## src/rtl/tdm_port_pkg.sv

```systemverilog
package tdm_port_pkg;
  localparam int unsigned DEF_CHANNELS  = 32;
  localparam int unsigned DEF_SLOT_BITS = 8;

  typedef enum logic {
    LOCK_HUNT = 1'b0,
    LOCK_HELD = 1'b1
  } lock_e;
endpackage

```

## src/rtl/tdm_frame_timer.sv

```systemverilog
module tdm_frame_timer
  import tdm_port_pkg::*;
#(
  parameter int unsigned CNT_W = 9,
  parameter int unsigned LAST  = 511
) (
  input  logic             clk,
  input  logic             rst_n,
  input  logic             fp_n,
  output logic             frame_go,
  output lock_e            lock_q,
  output lock_e            lock_nx,
  output logic [CNT_W-1:0] cnt_q,
  output logic [CNT_W-1:0] cnt_nx
);
  logic fp_s;

  // frame pulse taken on the falling edge
  always_ff @(negedge clk or negedge rst_n) begin
    if (!rst_n) fp_s <= 1'b1;
    else        fp_s <= fp_n;
  end

  assign frame_go = ~fp_s;

  always_comb begin
    lock_nx = lock_q;
    if (frame_go) begin
      cnt_nx  = '0;
      lock_nx = LOCK_HELD;
    end else if (cnt_q == CNT_W'(LAST)) begin
      cnt_nx = '0;
    end else begin
      cnt_nx = cnt_q + 1'b1;
    end
  end

  always_ff @(posedge clk or negedge rst_n) begin
    if (!rst_n) begin
      cnt_q  <= '0;
      lock_q <= LOCK_HUNT;
    end else begin
      cnt_q  <= cnt_nx;
      lock_q <= lock_nx;
    end
  end
endmodule

```

## src/rtl/tdm_rx_deser.sv

```systemverilog
module tdm_rx_deser #(
  parameter int unsigned SLOT_BITS = 8
) (
  input  logic                 clk,
  input  logic                 rst_n,
  input  logic                 din,
  input  logic                 shift_en,
  input  logic                 catch_en,
  output logic [SLOT_BITS-1:0] rx_byte,
  output logic                 rx_valid
);
  logic                 din_s;
  logic [SLOT_BITS-1:0] sh_q, sh_nx, byte_q, byte_nx;
  logic                 vld_q, vld_nx;

  // three-quarter point of the cell is a falling edge
  always_ff @(negedge clk or negedge rst_n) begin
    if (!rst_n) din_s <= 1'b1;
    else        din_s <= din;
  end

  always_comb begin
    sh_nx   = shift_en ? {sh_q[SLOT_BITS-2:0], din_s} : sh_q;
    byte_nx = catch_en ? sh_nx : byte_q;
    vld_nx  = catch_en;
  end

  always_ff @(posedge clk or negedge rst_n) begin
    if (!rst_n) begin
      sh_q   <= '0;
      byte_q <= '0;
      vld_q  <= 1'b0;
    end else begin
      sh_q   <= sh_nx;
      byte_q <= byte_nx;
      vld_q  <= vld_nx;
    end
  end

  assign rx_byte  = byte_q;
  assign rx_valid = vld_q;
endmodule

```

## src/rtl/tdm_tx_ser.sv

```systemverilog
module tdm_tx_ser
  import tdm_port_pkg::*;
#(
  parameter int unsigned SLOT_BITS = 8,
  parameter int unsigned BIT_W     = 3,
  parameter int unsigned CH_W      = 5
) (
  input  logic                 clk,
  input  logic                 rst_n,
  input  lock_e                lock_nx,
  input  logic                 ph_nx,
  input  logic [BIT_W-1:0]     bit_nx,
  input  logic [CH_W-1:0]      ch_nx,
  input  logic [CH_W-1:0]      sel_eff,
  input  logic [SLOT_BITS-1:0] tx_byte,
  output logic                 dout
);
  logic [SLOT_BITS-1:0] hold_q, hold_nx;
  logic                 dout_q, dout_nx;
  logic [BIT_W-1:0]     idx;

  assign idx = BIT_W'(SLOT_BITS - 1) - bit_nx;

  always_comb begin
    hold_nx = hold_q;
    dout_nx = dout_q;
    if (!ph_nx) begin
      if (lock_nx == LOCK_HELD && ch_nx == sel_eff) begin
        if (bit_nx == '0) begin
          hold_nx = tx_byte;
          dout_nx = tx_byte[SLOT_BITS-1];
        end else begin
          dout_nx = hold_q[idx];
        end
      end else begin
        dout_nx = 1'b1;
      end
    end
  end

  always_ff @(posedge clk or negedge rst_n) begin
    if (!rst_n) begin
      hold_q <= '1;
      dout_q <= 1'b1;
    end else begin
      hold_q <= hold_nx;
      dout_q <= dout_nx;
    end
  end

  assign dout = dout_q;
endmodule

```

## src/rtl/tdm_stream_port.sv

```systemverilog
module tdm_stream_port
  import tdm_port_pkg::*;
#(
  parameter int unsigned N_CH      = DEF_CHANNELS,
  parameter int unsigned SLOT_BITS = DEF_SLOT_BITS,
  localparam int unsigned CH_W     = $clog2(N_CH)
) (
  input  logic                 clk,
  input  logic                 rst_n,
  input  logic                 fp_n,
  input  logic                 din,
  input  logic [CH_W-1:0]      sel_ch,
  input  logic [SLOT_BITS-1:0] tx_byte,
  output logic                 dout,
  output logic [SLOT_BITS-1:0] rx_byte,
  output logic                 rx_valid
);
  localparam int unsigned BIT_W = $clog2(SLOT_BITS);
  localparam int unsigned CNT_W = CH_W + BIT_W + 1;
  localparam int unsigned LAST  = N_CH * SLOT_BITS * 2 - 1;

  logic [1:0]       rst_pipe;
  logic             rst_i_n;
  logic             frame_go;
  lock_e            lock_q, lock_nx;
  logic [CNT_W-1:0] cnt_q, cnt_nx;
  logic [CH_W-1:0]  sel_q, sel_nx;
  logic             ph_q, ph_nx;
  logic [BIT_W-1:0] bit_q, bit_nx;
  logic [CH_W-1:0]  ch_q, ch_nx;
  logic             shift_en, catch_en;

  // asynchronous assert, synchronous release
  always_ff @(posedge clk or negedge rst_n) begin
    if (!rst_n) rst_pipe <= 2'b00;
    else        rst_pipe <= {rst_pipe[0], 1'b1};
  end
  assign rst_i_n = rst_pipe[1];

  tdm_frame_timer #(.CNT_W(CNT_W), .LAST(LAST)) u_timer (
    .clk      (clk),
    .rst_n    (rst_i_n),
    .fp_n     (fp_n),
    .frame_go (frame_go),
    .lock_q   (lock_q),
    .lock_nx  (lock_nx),
    .cnt_q    (cnt_q),
    .cnt_nx   (cnt_nx)
  );

  assign ph_q  = cnt_q[0];
  assign bit_q = cnt_q[BIT_W:1];
  assign ch_q  = cnt_q[CNT_W-1:BIT_W+1];
  assign ph_nx  = cnt_nx[0];
  assign bit_nx = cnt_nx[BIT_W:1];
  assign ch_nx  = cnt_nx[CNT_W-1:BIT_W+1];

  // channel select held for a whole frame
  always_comb sel_nx = frame_go ? sel_ch : sel_q;

  always_ff @(posedge clk or negedge rst_i_n) begin
    if (!rst_i_n) sel_q <= '0;
    else          sel_q <= sel_nx;
  end

  assign shift_en = (lock_q == LOCK_HELD) && ph_q;
  assign catch_en = shift_en && (bit_q == BIT_W'(SLOT_BITS - 1)) && (ch_q == sel_q);

  tdm_rx_deser #(.SLOT_BITS(SLOT_BITS)) u_rx (
    .clk      (clk),
    .rst_n    (rst_i_n),
    .din      (din),
    .shift_en (shift_en),
    .catch_en (catch_en),
    .rx_byte  (rx_byte),
    .rx_valid (rx_valid)
  );

  tdm_tx_ser #(.SLOT_BITS(SLOT_BITS), .BIT_W(BIT_W), .CH_W(CH_W)) u_tx (
    .clk     (clk),
    .rst_n   (rst_i_n),
    .lock_nx (lock_nx),
    .ph_nx   (ph_nx),
    .bit_nx  (bit_nx),
    .ch_nx   (ch_nx),
    .sel_eff (sel_nx),
    .tx_byte (tx_byte),
    .dout    (dout)
  );
endmodule

```

## config.mk

```make
export PLATFORM = sky130hd
export DESIGN_NAME = tdm_stream_port
export DESIGN_NICKNAME = d
export VERILOG_FILES = /design/src/rtl/tdm_port_pkg.sv /design/src/rtl/tdm_frame_timer.sv /design/src/rtl/tdm_rx_deser.sv /design/src/rtl/tdm_tx_ser.sv /design/src/rtl/tdm_stream_port.sv
export SDC_FILE = /design/constraint.sdc
export NUM_CORES = 1
export LEC_CHECK = 0
export BUFFER_PORTS_ARGS = -buffer_cell sky130_fd_sc_hd__buf_2
export CORE_MARGIN = 2
export CORE_UTILIZATION = 63
export CTS_BUF_LIST = sky130_fd_sc_hd__clkbuf_2
export DETAILED_ROUTE_END_ITERATION = 12
export PLACE_DENSITY = 0.84
export SYNTH_ARGS = -nofsm -noshare
export SYNTH_HDL_FRONTEND = slang
export SYNTH_HIERARCHICAL = 1
export SYNTH_SLANG_ARGS = --single-unit
```

## constraint.sdc

```tcl
create_clock -name clk -period 2.2 [get_ports clk]
set_clock_uncertainty 0.1 [all_clocks]
set_input_delay 0.33 -clock clk [delete_from_list [all_inputs] [get_ports clk]]
set_output_delay 0.33 -clock clk [all_outputs]
set_load 0.01 [all_outputs]
```

==> results of run 1 <==
cell usage after synthesis, drive strengths merged:
master / instances
buf: 1
dfrtp: 34
nor2b: 1
or3: 4
nor2: 6
nand2b: 2
mux2: 29
o21ai: 3
a21oi: 4
nand3: 5
nor3: 3
clkbuf: 1
inv: 4
nand2: 4
xor2: 2
ha: 2
conb: 1
nand4: 3
dfstp: 10
xnor2: 11
mux4: 2
and2: 3
power groups by stage:
stage          clock (mW)  combinational, mW  sequential, mW
3_3_place_gp       0.0114              0.318            1.05
3_5_place_dp       0.0114              0.335            1.07
6_report            0.364              0.382            1.06
5_1_grt             0.413              0.409            1.07
2_1_floorplan      0.0114              0.251            1.05
4_1_cts             0.357              0.362            1.05
sequential cells by signal, indices dropped and copies added (netlist names):
signal and count:
u_timer/lock_q 1, u_rx/sh_q 8, u_timer/fp_s 1, rst_pipe 2, u_tx/dout 1, u_timer/cnt_q 9, u_rx/rx_byte 8, u_tx/hold_q 7
u_rx/rx_valid 1, sel_q 5, u_rx/din_s 1
per-stage QoR:
step                setup TNS, ns  hold WS [ns]  instances
floorplan                   -7.63       -0.0656        135
global placement            -9.26        0.0148        214
detailed placement          -9.91        0.0185        214
CTS                         -9.45        0.0404        225
global route               -11.00       0.00562        227
finish                     -10.10        0.0557        227
final timing paths:
check / startpoint / cells after the start / endpoint
max: u_timer/fp_s$_DFF_NN1_ / 7 / u_tx/hold_q[4]$_DFFE_PN1P_
min: tx_byte[5] / 2 / u_tx/hold_q[5]$_DFFE_PN1P_
max reg2reg: u_timer/fp_s$_DFF_NN1_ / 7 / u_tx/hold_q[4]$_DFFE_PN1P_
min reg2reg: rst_pipe[1]$_DFF_PN0_ / 1 / u_rx/sh_q[0]$_DFF_PN0_
max in group asynchronous: rst_pipe[1]$_DFF_PN0_ / 0 / u_timer/fp_s$_DFF_NN1_
min in group asynchronous: rst_n / 2 / rst_pipe[1]$_DFF_PN0_
timing repair:
| action | 4_1_cts | 5_1_grt |
|---|---|---|
| hold buffers | 1 | 0 |
| resized for setup | 23 | 7 |
| hold endpoints to repair | 2 | 0 |
| pin swaps | 2 | 2 |
| setup buffers | 2 | 3 |
| setup endpoints to repair | 21 | 22 |
cell type report:
cell class / instances / area, um^2 / share of cell area
sequential: 44 / 1110 / 0.440
multi-input combinational: 85 / 946 / 0.374
timing repair buffer: 53 / 370 / 0.146
tap: 33 / 41.3 / 0.0163
clock buffer: 6 / 30.0 / 0.0119
clock inverter: 4 / 20.0 / 0.00791
inverter: 2 / 10.0 / 0.00395
logic make-up after synthesis:
family	after synthesis	share of synthesized area
flip-flops	44	0.570
other	1	0.00192
AND/OR/NAND/NOR	31	0.0980
AO/OA/AOI/OAI	7	0.0179
buffers and inverters	6	0.0160
adder cells (fa/ha/maj)	2	0.0128
XOR/XNOR	13	0.0583
multiplexers	31	0.225
routing by layer:
layer  part of all wire  GRT usage
met1               0.39      0.339
met2               0.53      0.447
met3              0.047     0.0541
met4              0.033      0.133
met5                  0          0
==> impl_metrics.tcl, run 1 <==
set metrics [dict create \
    antenna_cells 0 \
    end_kind "register" \
    rrSetupSlack_ns -1.09 \
    crit_arrival_ns 3.54 \
    cp-start-kind "register" \
    dp_hpwl_um 2760 \
    dr.pass1.iters 4 \
    status "finished with violations" \
    power_density_nw_per_um2 712 \
    critical_path_class "register to register" \
    path_max_fanout 7 \
    synthesis.area_um2 1950 \
    die_w_um 59.7 \
    cts_inserted_buffers 5 \
    share_comb_of_total_power 0.212 \
    syn_inst 135 \
    synth_top_cell_by_area "dfrtp_1" \
    grt_pass1_wl_um 6850 \
    h-tree-depth 2 \
    drv_slew 0 \
    violations "negative setup slack" \
    crit_chain "inv_4 > mux2_4 > xnor2_2 > nand4_1 > nor3_4 > buf_12 > mux2_2" \
    synth_top_cell_area_share 0.436 \
    drcViolationCount 0 \
    nets 212 \
    mostFrequentLayoutCell "dfrtp_1" \
    die_area_um2 3560 \
    synth_seq_area_share 0.570 \
    rsz0062_at_grt "true" \
    core_region_area_um2 3000 \
    cpLargestDelayFamily "multiplexers" \
    gp_congestion 0.785 \
    die_h_um 59.7 \
    yosysWarnings 6 \
    p_sw_mw 0.503 \
    synth_area_per_cell_um2 14.5 \
    antenna_found_initial 0 \
    grt_max_degree 24 \
    swShare 0.279 \
    drt_iter0_drc 73 \
    leakage_nw 1.18 \
    rows 20 \
    cts_root_buffer "clkbuf_2" \
    grt.total_usage 0.271 \
    worst_slack_ns -1.09 \
    vias_per_cell 5.90 \
    setup_viol_count_final 21 \
    cts_buffer_depth 2 \
    power_frac_seq 0.586 \
    fillers 161 \
    cts.sinks 44 \
    maxCapViolations 0 \
    path_clk_slew_ns 0.21 \
    post-place-ws_ns -1.10 \
    finish.utilization 0.843 \
    required_ns 2.45 \
    power.total_mw 1.80 \
    synth_area_leaders "dfrtp_1, dfstp_2, mux2_4" \
    critPathBufInv 2 \
    hold_class "input pin to register" \
    synth_seq_cells 44 \
    grt_pass1_vias 1430 \
    design_area_um2 2530 \
    grt_remaining_overflow 0 \
    tritoncts "yes" \
    drt-total-wl_um 4530 \
    syn-num-nets 154 \
    critPathSlowestCell "dfstp_2" \
    p_clk_frac 0.202 \
    port_buffers 26 \
    area_delta_synth_final_pct 29.7 \
    worstSkewPairLatency_ns 0.41 \
    final_cell_mix "dfrtp_1, buf_2, mux2_4" \
    ioPinCount 27 \
    synth_cell_types 29 \
    start_util 0.650 \
    avgRoutedWirePerCell_um 19.9 \
    irDropWorstVdd_mv 0.532 \
    ant_nets 0 \
    dpl_cell_area_um2 2310 \
    vias 1339 \
    internal_power_mw 1.30 \
    hold_viol 0 \
    slowest_delay_ns 0.58 \
    drive_above_1_share 0.624 \
]
Note: power is estimated with default switching activity, not from simulation.
==> run 2: changes to the inputs <==
--- a/config.mk
+++ b/config.mk
@@ -11,6 +11,7 @@
 export CTS_BUF_LIST = sky130_fd_sc_hd__clkbuf_2
 export DETAILED_ROUTE_END_ITERATION = 12
 export PLACE_DENSITY = 0.84
+export SETUP_SLACK_MARGIN = 0.2
 export SYNTH_ARGS = -nofsm -noshare
 export SYNTH_HDL_FRONTEND = slang
 export SYNTH_HIERARCHICAL = 1
==> run 2 against run 1 <==
  * The run still ends with negative setup slack left
  * Largest power group unchanged
  * Sequential share of layout area fell by 0.75 points
  * Non-clock buffer count rose by 6
  * Die area did not move
  * Setup slack got worse by 0.024 ns
==> impl_metrics.tcl, run 2 (synthesis results as in run 1) <==
set metrics [dict create \
    dr.pass1.iters 4 \
    vias 1312 \
    die_w_um 59.7 \
    final_cell_mix "dfrtp_1, buf_2, buf_4" \
    die_h_um 59.7 \
    crit_arrival_ns 3.57 \
    grt_max_degree 24 \
    min-delay-start "tx_byte[3]" \
    avgRoutedWirePerCell_um 18.5 \
    rsz0062_at_grt "true" \
    drcViolationCount 0 \
    die_area_um2 3560 \
    critical_path_class "register to register" \
    cts_inserted_buffers 5 \
    irDropWorstVdd_mv 0.623 \
    area_delta_synth_final_pct 31.9 \
    rows 20 \
    drv_slew 0 \
    leakage_nw 1.22 \
    end_kind "register" \
    status "finished with violations" \
    dpl_cell_area_um2 2340 \
    slowest_delay_ns 0.57 \
    core_region_area_um2 3000 \
    start_util 0.650 \
    nets 218 \
    multiInputGateArea_um2 920 \
    regMostFlops "u_timer/cnt_q" \
    cts.sinks 44 \
    numPlacedInstances 217 \
    power_density_nw_per_um2 730 \
    fin_tns_setup_ns -10.63 \
    critPathSlowestCell "dfstp_2" \
    cts_buffer_depth 2 \
    setup_viol_count_final 21 \
    design_area_um2 2580 \
    fillers 151 \
    dp_hpwl_um 2920 \
    startpoint "u_timer/fp_s$_DFF_NN1_" \
    port_buffers 26 \
    hold_viol 0 \
    violations "negative setup slack" \
    grt_pass1_wl_um 6730 \
    grt.total_usage 0.268 \
    hold_class "input pin to register" \
    antenna_found_initial 0 \
    tritoncts "yes" \
    rr_startpoint "u_timer/fp_s$_DFF_NN1_" \
    grt_pass1_vias 1440 \
    ant_nets 0 \
    cp-start-kind "register" \
    maxCapViolations 0 \
    drt_iter0_drc 16 \
    crit_chain "inv_4 > mux2_4 > xnor2_1 > nand2_1 > nor3_4 > buf_12 > mux2_2" \
    seqCellArea_um2 1110 \
    h-tree-depth 2 \
    path_clk_slew_ns 0.23 \
    required_ns 2.45 \
    antenna_cells 0 \
    grt_remaining_overflow 0 \
    largest_reg_flops 9 \
    finish.utilization 0.858 \
    vias_per_cell 5.63 \
    ioPinCount 27 \
    path_max_fanout 7 \
    drive_above_1_share 0.625 \
    worstSkewPairLatency_ns 0.44 \
    stdcell_count 233 \
    cts_root_buffer "clkbuf_2" \
    drt-total-wl_um 4320 \
    gp_congestion 0.806 \
    worst_slack_ns -1.11 \
    mostFrequentLayoutCell "dfrtp_1" \
]
## run 2: what timing repair did
item | 4_1_cts | 5_1_grt
setup endpoints to repair | 24 | 24
hold buffers | 1 | 2
setup buffers | 3 | 2
resized for setup | 16 | 4
pin swaps | 2 | 2
endpoints found under the hold margin | 2 | 2
## run 2: where the power goes
part           internal [mW]  switching, mW  total [mW]
Combinational          0.233          0.140       0.373
Clock                  0.200          0.257       0.457
Sequential             0.974         0.0752        1.05
## run 2: area by class of cell
| cell class | count | share of cell area |
|---|---|---|
| multi-input combinational | 85 | 0.357 |
| sequential | 44 | 0.433 |
| clock inverter | 4 | 0.0165 |
| timing repair buffer | 59 | 0.162 |
| tap | 33 | 0.0160 |
| clock buffer | 6 | 0.0117 |
| inverter | 2 | 0.00389 |
## run 2: final timing paths
check	slack (ns)	end	depth (start not counted)
setup reg to reg	-1.11	u_tx/hold_q[0]$_DFFE_PN1P_	7
hold / removal	0.04	u_tx/hold_q[3]$_DFFE_PN1P_	2
min in group asynchronous	0.11	rst_pipe[1]$_DFF_PN0_	2
hold reg to reg	0.17	u_rx/sh_q[2]$_DFF_PN0_	1
max in group asynchronous	0.72	u_rx/din_s$_DFF_NN1_	0
setup / recovery	-1.11	u_tx/hold_q[0]$_DFFE_PN1P_	7
## run 2: stage by stage
step | setup WS (ns) | hold slack (ns) | total power [mW]
4_1_cts | -1.06 | 0.0221 | 1.87
2_1_floorplan | -0.957 | -0.0656 | 1.31
6_report | -1.11 | 0.0382 | 1.88
3_3_place_gp | -1.05 | 0.0166 | 1.38
3_5_place_dp | -1.11 | 0.0184 | 1.41
5_1_grt | -1.19 | 0.0127 | 1.95
## run 2: critical path: cells and delay by family (launching register included)
family                    cells  cell delay [ns]
and+or+nand+nor               2             0.39
DFF                           1             0.57
xor gates and xnor gates      1             0.20
buffers and inverters         2             0.23
muxes                         2             0.65
## run 2: routing by layer
metal | GRT usage | share of wire
met1 | 0.304 | 0.38
met2 | 0.463 | 0.54
met3 | 0.0649 | 0.042
met4 | 0.143 | 0.033
met5 | 0 | 0
